File: config.mk
export PLATFORM = sky130hd
export DESIGN_NAME = ptp_nco_clock
export DESIGN_NICKNAME = d
export VERILOG_FILES = /design/src/rtl/ptp_nco_pkg.sv /design/src/rtl/pnc_fsync.sv /design/src/rtl/pnc_tod.sv /design/src/rtl/pnc_nco.sv /design/src/rtl/pnc_snap.sv /design/src/rtl/pnc_regs.sv /design/src/rtl/ptp_nco_clock.sv
export SDC_FILE = /design/constraint.sdc
export NUM_CORES = 2
export LEC_CHECK = 0
export BUFFER_PORTS_ARGS = -buffer_cell sky130_fd_sc_hd__buf_2
export CORE_MARGIN = 2
export CORE_UTILIZATION = 40
export DETAILED_ROUTE_END_ITERATION = 8
export GPL_TIMING_DRIVEN = 0
export PLACE_DENSITY_LB_ADDON = 0.15
export SYNTH_ARGS = -nofsm -noshare
export SYNTH_HDL_FRONTEND = slang
export SYNTH_SLANG_ARGS = --single-unit
File: constraint.sdc
create_clock -name clk -period 9.46 [get_ports clk]
set_input_delay 1.892 -clock clk [delete_from_list [all_inputs] [get_ports clk]]
set_output_delay 1.892 -clock clk [all_outputs]
set_load 0.01 [all_outputs]
File: src/rtl/ptp_nco_pkg.sv
package ptp_nco_pkg;
  localparam int ADDR_W = 5;
  localparam int REG_W  = 16;

  localparam logic [ADDR_W-1:0] A_CTRL    = 5'h00;
  localparam logic [ADDR_W-1:0] A_LOADSEL = 5'h01;
  localparam logic [ADDR_W-1:0] A_FREQ_LO = 5'h02;
  localparam logic [ADDR_W-1:0] A_FREQ_HI = 5'h03;
  localparam logic [ADDR_W-1:0] A_NCOT0   = 5'h04;
  localparam logic [ADDR_W-1:0] A_NCOT1   = 5'h05;
  localparam logic [ADDR_W-1:0] A_NCOT2   = 5'h06;
  localparam logic [ADDR_W-1:0] A_TC0     = 5'h08;
  localparam logic [ADDR_W-1:0] A_STATUS  = 5'h10;
  localparam logic [ADDR_W-1:0] A_RDCTL   = 5'h11;
  localparam logic [ADDR_W-1:0] A_SNAP0   = 5'h12;

  localparam int TC_WORDS   = 5;
  localparam int SNAP_WORDS = 4;

  // control register bit positions
  localparam int CB_RUN_HI = 15;
  localparam int CB_RUN_LO = 14;
  localparam int CB_CAPEN  = 13;
  localparam int CB_INIT   = 12;
  localparam int CB_CPU    = 5;
  localparam int CB_EXT    = 3;

  // load-select bit positions
  localparam int LB_TC   = 10;
  localparam int LB_NCOT = 7;
  localparam int LB_FREQ = 6;

  localparam int FSEL_BIT  = 14;
  localparam int RD_START  = 10;
  localparam int RD_END    = 11;

  localparam int unsigned NS_PER_SEC = 1_000_000_000;
endpackage

File: src/rtl/pnc_fsync.sv
module pnc_fsync #(
  parameter int SYNC_STAGES = 2
) (
  input  logic clk,
  input  logic rst,
  input  logic run,
  input  logic cpu_bit,
  input  logic ext_sel,
  input  logic ext_in,
  output logic fsync
);
  localparam int TOP = SYNC_STAGES - 1;

  logic [SYNC_STAGES-1:0] sync_q;
  logic cpu_prev, ext_prev;

  generate
    if (SYNC_STAGES == 1) begin : g_single
      always_ff @(posedge clk) begin
        if (rst) sync_q <= '0;
        else     sync_q <= ext_in;
      end
    end else begin : g_chain
      always_ff @(posedge clk) begin
        if (rst) sync_q <= '0;
        else     sync_q <= {sync_q[SYNC_STAGES-2:0], ext_in};
      end
    end
  endgenerate

  always_ff @(posedge clk) begin
    if (rst) begin
      cpu_prev <= 1'b0;
      ext_prev <= 1'b0;
    end else begin
      cpu_prev <= cpu_bit;
      ext_prev <= sync_q[TOP];
    end
  end

  assign fsync = run & ((cpu_bit & ~cpu_prev) |
                        (ext_sel & sync_q[TOP] & ~ext_prev));
endmodule

File: src/rtl/pnc_tod.sv
module pnc_tod #(
  parameter int SEC_W  = 48,
  parameter int NS_W   = 30,
  parameter int FRAC_W = 28,
  parameter int INC_W  = 32,
  parameter int unsigned WRAP_NS = 1_000_000_000
) (
  input  logic             clk,
  input  logic             rst,
  input  logic             run,
  input  logic             load,
  input  logic [INC_W-1:0] inc,
  input  logic [SEC_W-1:0] ld_sec,
  input  logic [NS_W-1:0]  ld_ns,
  output logic [SEC_W-1:0] sec,
  output logic [NS_W-1:0]  ns
);
  localparam int SUM_W = NS_W + 1;
  localparam logic [SUM_W-1:0] WRAP = SUM_W'(WRAP_NS);

  logic [FRAC_W-1:0] frac;
  logic [FRAC_W:0]   fsum;
  logic [SUM_W-1:0]  nsum;

  always_comb begin
    fsum = {1'b0, frac} + {1'b0, inc[FRAC_W-1:0]};
    nsum = {1'b0, ns} + SUM_W'(inc[INC_W-1:FRAC_W]) + SUM_W'(fsum[FRAC_W]);
  end

  always_ff @(posedge clk) begin
    if (rst) begin
      sec  <= '0;
      ns   <= '0;
      frac <= '0;
    end else if (load) begin
      sec  <= ld_sec;
      ns   <= ld_ns;
      frac <= '0;
    end else if (run) begin
      frac <= fsum[FRAC_W-1:0];
      if (nsum >= WRAP) begin
        ns  <= NS_W'(nsum - WRAP);
        sec <= sec + 1'b1;
      end else begin
        ns  <= nsum[NS_W-1:0];
      end
    end
  end
endmodule

File: src/rtl/pnc_nco.sv
module pnc_nco #(
  parameter int NCO_W  = 48,
  parameter int LD_W   = 44,
  parameter int FRAC_W = 28,
  parameter int INC_W  = 32
) (
  input  logic             clk,
  input  logic             rst,
  input  logic             run,
  input  logic             load,
  input  logic [INC_W-1:0] inc,
  input  logic [LD_W-1:0]  ld_val,
  output logic [NCO_W-1:0] nco_ns
);
  localparam int ACC_W = NCO_W + FRAC_W;
  localparam int SHIFT = NCO_W - LD_W;

  logic [ACC_W-1:0] acc;

  always_ff @(posedge clk) begin
    if (rst)       acc <= '0;
    else if (load) acc <= {ld_val, {SHIFT{1'b0}}, {FRAC_W{1'b0}}};
    else if (run)  acc <= acc + ACC_W'(inc);
  end

  assign nco_ns = acc[ACC_W-1:FRAC_W];
endmodule

File: src/rtl/pnc_snap.sv
module pnc_snap #(
  parameter int NS_W = 30
) (
  input  logic                  clk,
  input  logic                  rst,
  input  logic                  fsync,
  input  logic                  cap_en,
  input  logic                  rd_start,
  input  logic                  rd_end,
  input  logic [NS_W-1:0]       ns,
  input  logic [31:0]           sec_lo,
  output logic                  status,
  output logic [3:0][15:0]      hold
);
  logic [31:0] cap_ns, cap_sec;

  always_ff @(posedge clk) begin
    if (rst) begin
      cap_ns  <= '0;
      cap_sec <= '0;
      status  <= 1'b0;
      hold    <= '0;
    end else begin
      if (fsync && cap_en) begin
        cap_ns  <= 32'(ns);
        cap_sec <= sec_lo;
        status  <= 1'b1;
      end else if (rd_end) begin
        status  <= 1'b0;
      end
      if (rd_start)
        hold <= {cap_sec[31:16], cap_sec[15:0], cap_ns[31:16], cap_ns[15:0]};
    end
  end
endmodule

File: src/rtl/pnc_regs.sv
module pnc_regs
  import ptp_nco_pkg::*;
#(
  parameter int SEC_W = 48,
  parameter int NS_W  = 30,
  parameter int LD_W  = 44
) (
  input  logic              clk,
  input  logic              rst,
  input  logic              bus_wr,
  input  logic              bus_rd,
  input  logic [ADDR_W-1:0] bus_addr,
  input  logic [REG_W-1:0]  bus_wdata,
  output logic [REG_W-1:0]  bus_rdata,
  output logic              bus_rvalid,
  input  logic              fsync,
  input  logic              status,
  input  logic [3:0][15:0]  hold,
  output logic [REG_W-1:0]  ctrl,
  output logic [REG_W-1:0]  loadsel,
  output logic [31:0]       freq_act,
  output logic              freq_sel,
  output logic [LD_W-1:0]   ncot,
  output logic [NS_W-1:0]   tc_ns,
  output logic [SEC_W-1:0]  tc_sec,
  output logic              rd_start,
  output logic              rd_end
);
  logic [1:0][15:0]          freq_sh;
  logic [15:0]               ncot_w0, ncot_w1;
  logic [11:0]               ncot_w2;
  logic [TC_WORDS-1:0][15:0] tc_w;
  logic [REG_W-1:0]          rd_mux;
  logic                      init_sync;

  assign init_sync = fsync & ctrl[CB_INIT];

  always_ff @(posedge clk) begin
    if (rst) begin
      ctrl     <= '0;
      loadsel  <= '0;
      freq_sh  <= '0;
      freq_act <= '0;
      freq_sel <= 1'b0;
      ncot_w0  <= '0;
      ncot_w1  <= '0;
      ncot_w2  <= '0;
      tc_w     <= '0;
    end else begin
      if (bus_wr) begin
        case (bus_addr)
          A_CTRL:    ctrl       <= bus_wdata;
          A_FREQ_LO: freq_sh[0] <= bus_wdata;
          A_FREQ_HI: freq_sh[1] <= bus_wdata;
          A_NCOT0:   ncot_w0    <= bus_wdata;
          A_NCOT1:   ncot_w1    <= bus_wdata;
          A_NCOT2: begin
            ncot_w2  <= bus_wdata[11:0];
            freq_sel <= bus_wdata[FSEL_BIT];
          end
          default: ;
        endcase
        for (int i = 0; i < TC_WORDS; i++)
          if (bus_addr == ADDR_W'(A_TC0 + ADDR_W'(i))) tc_w[i] <= bus_wdata;
      end
      // load-select: a write wins over the self-clear after an init sync
      if (bus_wr && bus_addr == A_LOADSEL) begin
        loadsel <= bus_wdata;
      end else if (init_sync) begin
        loadsel[LB_TC]   <= 1'b0;
        loadsel[LB_NCOT] <= 1'b0;
      end
      if (fsync && loadsel[LB_FREQ])
        freq_act <= {freq_sh[1], freq_sh[0]};
    end
  end

  assign rd_start = bus_wr && bus_addr == A_RDCTL && bus_wdata[RD_START];
  assign rd_end   = bus_wr && bus_addr == A_RDCTL && bus_wdata[RD_END];

  assign ncot   = LD_W'({ncot_w2, ncot_w1, ncot_w0});
  assign tc_ns  = NS_W'({tc_w[1], tc_w[0]});
  assign tc_sec = SEC_W'({tc_w[4], tc_w[3], tc_w[2]});

  always_comb begin
    rd_mux = '0;
    case (bus_addr)
      A_CTRL:    rd_mux = ctrl;
      A_LOADSEL: rd_mux = loadsel;
      A_FREQ_LO: rd_mux = freq_sh[0];
      A_FREQ_HI: rd_mux = freq_sh[1];
      A_NCOT0:   rd_mux = ncot_w0;
      A_NCOT1:   rd_mux = ncot_w1;
      A_NCOT2:   rd_mux = {1'b0, freq_sel, 2'b00, ncot_w2};
      A_STATUS:  rd_mux = {15'd0, status};
      default: ;
    endcase
    for (int i = 0; i < TC_WORDS; i++)
      if (bus_addr == ADDR_W'(A_TC0 + ADDR_W'(i))) rd_mux = tc_w[i];
    for (int i = 0; i < SNAP_WORDS; i++)
      if (bus_addr == ADDR_W'(A_SNAP0 + ADDR_W'(i))) rd_mux = hold[i];
  end

  always_ff @(posedge clk) begin
    if (rst) begin
      bus_rdata  <= '0;
      bus_rvalid <= 1'b0;
    end else begin
      bus_rvalid <= bus_rd;
      if (bus_rd) bus_rdata <= rd_mux;
    end
  end
endmodule

File: src/rtl/ptp_nco_clock.sv
module ptp_nco_clock
  import ptp_nco_pkg::*;
#(
  parameter int SEC_W       = 48,
  parameter int NS_W        = 30,
  parameter int FRAC_W      = 28,
  parameter int INC_W       = 32,
  parameter int NCO_W       = 48,
  parameter int SYNC_STAGES = 2,
  parameter logic [31:0] NOMINAL_INC = 32'h8000_0000
) (
  input  logic              clk,
  input  logic              rst,
  input  logic              bus_wr,
  input  logic              bus_rd,
  input  logic [ADDR_W-1:0] bus_addr,
  input  logic [REG_W-1:0]  bus_wdata,
  output logic [REG_W-1:0]  bus_rdata,
  output logic              bus_rvalid,
  input  logic              ext_sync,
  output logic [SEC_W-1:0]  tod_sec,
  output logic [NS_W-1:0]   tod_ns,
  output logic [NCO_W-1:0]  nco_ns,
  output logic              fsync_irq
);
  localparam int LD_W = NCO_W - 4;

  logic [REG_W-1:0] ctrl, loadsel;
  logic [31:0]      freq_act;
  logic             freq_sel;
  logic [LD_W-1:0]  ncot;
  logic [NS_W-1:0]  tc_ns;
  logic [SEC_W-1:0] tc_sec;
  logic             rd_start, rd_end;
  logic [3:0][15:0] hold;
  logic             run, fsync, ld_tod, ld_nco;
  logic [INC_W-1:0] inc;

  assign run    = ctrl[CB_RUN_HI] & ctrl[CB_RUN_LO];
  assign ld_tod = fsync & ctrl[CB_INIT] & loadsel[LB_TC];
  assign ld_nco = fsync & ctrl[CB_INIT] & loadsel[LB_NCOT];
  assign inc    = INC_W'(freq_sel ? freq_act : NOMINAL_INC);

  pnc_regs #(.SEC_W(SEC_W), .NS_W(NS_W), .LD_W(LD_W)) regs_i (
    .clk(clk), .rst(rst), .bus_wr(bus_wr), .bus_rd(bus_rd),
    .bus_addr(bus_addr), .bus_wdata(bus_wdata), .bus_rdata(bus_rdata),
    .bus_rvalid(bus_rvalid), .fsync(fsync), .status(fsync_irq), .hold(hold),
    .ctrl(ctrl), .loadsel(loadsel), .freq_act(freq_act), .freq_sel(freq_sel),
    .ncot(ncot), .tc_ns(tc_ns), .tc_sec(tc_sec),
    .rd_start(rd_start), .rd_end(rd_end)
  );

  pnc_fsync #(.SYNC_STAGES(SYNC_STAGES)) fsync_i (
    .clk(clk), .rst(rst), .run(run), .cpu_bit(ctrl[CB_CPU]),
    .ext_sel(ctrl[CB_EXT]), .ext_in(ext_sync), .fsync(fsync)
  );

  pnc_tod #(.SEC_W(SEC_W), .NS_W(NS_W), .FRAC_W(FRAC_W), .INC_W(INC_W),
            .WRAP_NS(NS_PER_SEC)) tod_i (
    .clk(clk), .rst(rst), .run(run), .load(ld_tod), .inc(inc),
    .ld_sec(tc_sec), .ld_ns(tc_ns), .sec(tod_sec), .ns(tod_ns)
  );

  pnc_nco #(.NCO_W(NCO_W), .LD_W(LD_W), .FRAC_W(FRAC_W), .INC_W(INC_W)) nco_i (
    .clk(clk), .rst(rst), .run(run), .load(ld_nco), .inc(inc),
    .ld_val(ncot), .nco_ns(nco_ns)
  );

  pnc_snap #(.NS_W(NS_W)) snap_i (
    .clk(clk), .rst(rst), .fsync(fsync), .cap_en(ctrl[CB_CAPEN]),
    .rd_start(rd_start), .rd_end(rd_end), .ns(tod_ns),
    .sec_lo(tod_sec[31:0]), .status(fsync_irq), .hold(hold)
  );
endmodule

==> impl_results.md <==
* Critical Path Sink Type: register
* Cells after Synth at about 3,900
* Sequential standard cell area at around 11,000 sq um
* DRC at 0
* Initial antenna violation count at 5
* Detail-routed net length per standard cell at 27.1 microns
* TritonCTS clock tree: built
* Period utilisation layout at 95.9%
* Tmin final at 9070 ps
* Largest net degree at the start of global routing at 20
* Count of filler cells inserted in the layout at ~7,300
* HPWL Detailed at 103 mm
* Die area at 73,500 sq um
* Top Usage Layer GRT: met1
* Data required time at the worst endpoint at 9940 ps
* Critical-path maximum fanout at 19
* Yosys top cell area share at about two fifths
* Count of final setup violators at 0
* Level count of the clock H-tree at 3
* Max rail drop VDD at 0.121 mV
* Sequential element share of the synthesized area at 38.5%
* Layout overhead on the synthesized area at 15.2%
* First-pass GRT wire length at 194 mm
* CTS Buffer Depth at 3
* Global routing met1 resource utilization at 52.9%
* Number of routed nets with antenna violations at 0
* Total routed wirelength at 138 mm
* Area fraction in compound gates after synthesis at 24.3%
* Number of rows created at floorplan at 97
* Transition time at the pin with the least slew margin at 1430 ps
* Final-layout worst hold slack at 441 ps
* Instance area after placement at a little over 30,000 sq um
* Last weighted congestion value of the routability-driven placer at 1.03
* Most frequent cell after synthesis: sky130_fd_sc_hd__nand2_1
* Starting DRT DRC Count at approximately 5,200
* Largest family of logic cells by synthesized area: simple AND/OR/NAND/NOR gates
* Number of vias after detailed routing at 31,000
* Reported max-cap violation count at 0
* Synth async-reset ratio at 0%
* Total core area at 70,400 sq um
* Leak Pwr at 11.6 nW
* Yosys warnings at 0
* PortBufs at 166
* Share of synthesized cell area in and, or, nand and nor gates at 24.4%
* Clock transition at the register clock pins on the worst setup and hold paths after CTS at roughly 60 ps
* Top cells by instance count after synthesis: sky130_fd_sc_hd__nand2_1 (959), sky130_fd_sc_hd__a21oi_1 (555), sky130_fd_sc_hd__dfxtp_1 (549)
* Final Net Count at 4,185
* Status: finished clean
* Total routing resource utilization after global routing at 35.9%
* Clock root buffer master: sky130_fd_sc_hd__clkbuf_16
* Most frequent CP cell: sky130_fd_sc_hd__buf_4
* Fraction of synthesized cell area in xor and xnor cells at 2.85%
* Adder-cell area share of the yosys netlist at a little under 3%
* Syn_nets at 3,942
* Cell accounting for the most synthesized area: sky130_fd_sc_hd__dfxtp_1
* Seq cells post-synth at approximately 550
* Final Max Slew Viols at 0
* Number of iterations in the first detailed-routing pass at 7
* Power density over the cells at around 160 nW/um^2
* Global route total overflow at 0
* Max Fclk at 110 MHz
* Setup clock skew after layout at 25.1 ps
* Post-synthesis area per instance at 7.41 sq um
* GR Util met3 at between 10% and 20%
* Worst min-delay path class: reg2reg
* Yosys cell types at a little under 90
* Area contributors post-synth: sky130_fd_sc_hd__dfxtp_1 (38%), sky130_fd_sc_hd__nand2_1 (13%), sky130_fd_sc_hd__a21oi_1 (9.7%)
* Chip Height at 271 microns
* Multiplexer share of the synthesized area at 1.13%
* Worst endpoint data arrival time at ~9500 ps
* Area of the mapped netlist at roughly 29,000 sq um
* Worst slew margin at 4.84%
* Ratio of cells with drive above 1 in the final layout at 9.48%
* Final critical-path setup slack at 392 ps
* Worst slack at placement at -952 ps
* Post-detailed-route via-to-cell ratio at 6.09
* Starting density of the core at 40.6%
* Footprint of the multi-input gates at between 15,000 and 20,000 sq um
* Accumulated negative setup slack at 0 ps
* Met2 global-route usage at a little under 50%
* Count of flip-flops with a built-in enable after synthesis at 0
* Worst skew pair latency at 630 ps
* Dominant synthesized flop cell: sky130_fd_sc_hd__dfxtp_1
* Number of diodes at 0
* Post-route standard cell area excluding fillers at around 33,000 sq um
* Kind of start point of the critical path: register
* Num ports at between 150 and 200
* Final Hold Vio Count at 0
* Number of global-route vias before repair at 27,400
* Critical setup path kind: reg2reg
* Total CTS buffers at between 60 and 70
* Chip width at 271 microns
* Longest individual stage delay on the worst path at about 450 ps
* CTS sink cnt at 549
* Crit path max-delay cell type: sky130_fd_sc_hd__fa_1
## layout make-up
type | count | share of cell area [%]
Inverter | 47 | 0.536
Clock inverter | 20 | 0.719
Timing Repair Buffer | 174 | 2.71
Clock buffer | 98 | 5.97
Tap cell | 940 | 3.58
Sequential cell | 549 | 33.4
Multi-Input combinational cell | 2917 | 48.5
Buffer | 341 | 4.58
## power by group
part           internal [mW]  leakage [nW]  switching, mW
logic                 0.0501          6.10          0.162
registers               2.33          4.43         0.0289
clock network           1.51          1.08           1.11
## worst paths after layout
check                                 end                         start  slack [ps]  depth (start not counted)
max reg2reg    tod_i.sec[37]$_SDFFE_PP0P_  regs_i.freq_sel$_SDFFE_PP0P_         390                         40
min reg2reg  fsync_i.sync_q[1]$_SDFF_PP0_  fsync_i.sync_q[0]$_SDFF_PP0_         440                          1
max            tod_i.sec[37]$_SDFFE_PP0P_  regs_i.freq_sel$_SDFFE_PP0P_         390                         40
min          fsync_i.sync_q[1]$_SDFF_PP0_  fsync_i.sync_q[0]$_SDFF_PP0_         440                          1
## placed cells by master (no fill, tap or decap), types with 11 or more instances in the layout
cell,n
sky130_fd_sc_hd__clkbuf_1,270
sky130_fd_sc_hd__o22ai_1,32
sky130_fd_sc_hd__nand3_1,81
sky130_fd_sc_hd__clkbuf_16,68
sky130_fd_sc_hd__inv_1,47
sky130_fd_sc_hd__a22oi_1,74
sky130_fd_sc_hd__nor2b_1,17
sky130_fd_sc_hd__nand2_1,959
sky130_fd_sc_hd__o21a_1,12
sky130_fd_sc_hd__a221oi_1,37
sky130_fd_sc_hd__a21o_1,35
sky130_fd_sc_hd__and3_1,44
sky130_fd_sc_hd__xor2_1,24
sky130_fd_sc_hd__o31ai_1,18
sky130_fd_sc_hd__nor3_1,76
sky130_fd_sc_hd__buf_2,182
sky130_fd_sc_hd__or3_1,19
sky130_fd_sc_hd__o21bai_1,13
sky130_fd_sc_hd__buf_1,12
sky130_fd_sc_hd__nand2b_1,14
sky130_fd_sc_hd__o21ai_0,118
sky130_fd_sc_hd__a31oi_1,41
sky130_fd_sc_hd__buf_4,59
sky130_fd_sc_hd__ha_1,57
sky130_fd_sc_hd__mux2i_1,31
sky130_fd_sc_hd__a21oi_1,554
sky130_fd_sc_hd__o211ai_1,14
sky130_fd_sc_hd__xnor2_1,69
sky130_fd_sc_hd__and2_1,53
sky130_fd_sc_hd__nor4_1,26
sky130_fd_sc_hd__o32ai_1,11
sky130_fd_sc_hd__clkbuf_8,15
sky130_fd_sc_hd__nor2_1,223
sky130_fd_sc_hd__a311oi_1,15
sky130_fd_sc_hd__nand4_1,37
sky130_fd_sc_hd__dfxtp_1,549
sky130_fd_sc_hd__a211oi_1,55
## logic make-up (layout without fill, tap and decap cells)
kind of cell	after synthesis	count (layout)
and+or+nand+nor	1601	1601
AOI/OAI and AO/OA	1127	1127
buffers and inverters	389	680
DFF	549	549
adders and majority gates	64	64
xor gates and xnor gates	93	93
muxes	32	32
## per-layer routing
metal | vias to the layer above | part of all wire [%]
li1 | 14000 | -
met1 | 14600 | 43
met2 | 1999 | 39
met3 | 321 | 14
met4 | 4 | 3.8
met5 | - | 0.020
## critical path, delay by kind of cell (launching register included)
| kind | cells | cell delay, ps |
|---|---|---|
| xor gates and xnor gates | 1 | 150 |
| adders and majority gates | 5 | 1590 |
| buffers and inverters | 10 | 2020 |
| AOI/OAI and AO/OA | 18 | 3750 |
| DFF | 1 | 340 |
| and+or+nand+nor | 6 | 1020 |
## stage by stage
step | instances | power, mW | utilization (%)
final | 5086 | 5.19 | 46.7
after global routing | 5086 | 5.30 | 46.7
after CTS | 5081 | 5.19 | 46.6
after detailed placement | 4963 | 2.61 | 43.4
after global placement | 4961 | 2.61 | 43.4
after floorplan | 3855 | 2.50 | -
## sequential cells by signal (all words and copies together), names as in the netlist
register / count
tod_i.frac: 28
fsync_i.sync_q: 2
regs_i.tc_w: 2
nco_i.acc: 76
regs_i.ncot_w2: 12
regs_i.tc_ns: 30
regs_i.ctrl: 16
regs_i.freq_act: 32
regs_i.freq_sel: 1
regs_i.ncot_w0: 16
snap_i.cap_sec: 32
regs_i.tc_sec: 48
fsync_i.ext_prev: 1
regs_i.bus_rdata: 16
regs_i.bus_rvalid: 1
tod_i.ns: 30
tod_i.sec: 48
snap_i.cap_ns: 30
regs_i.freq_sh: 32
regs_i.loadsel: 16
fsync_i.cpu_prev: 1
snap_i.hold: 62
snap_i.status: 1
regs_i.ncot_w1: 16
## timing repair
item,in CTS,in global routing
endpoints found under the setup margin,69,69
gates resized for setup,4,17
pin swaps,1,2
hold buffers,0,0
cloned,0,0
setup buffers,1,4
(Power assumes the default switching activity.)
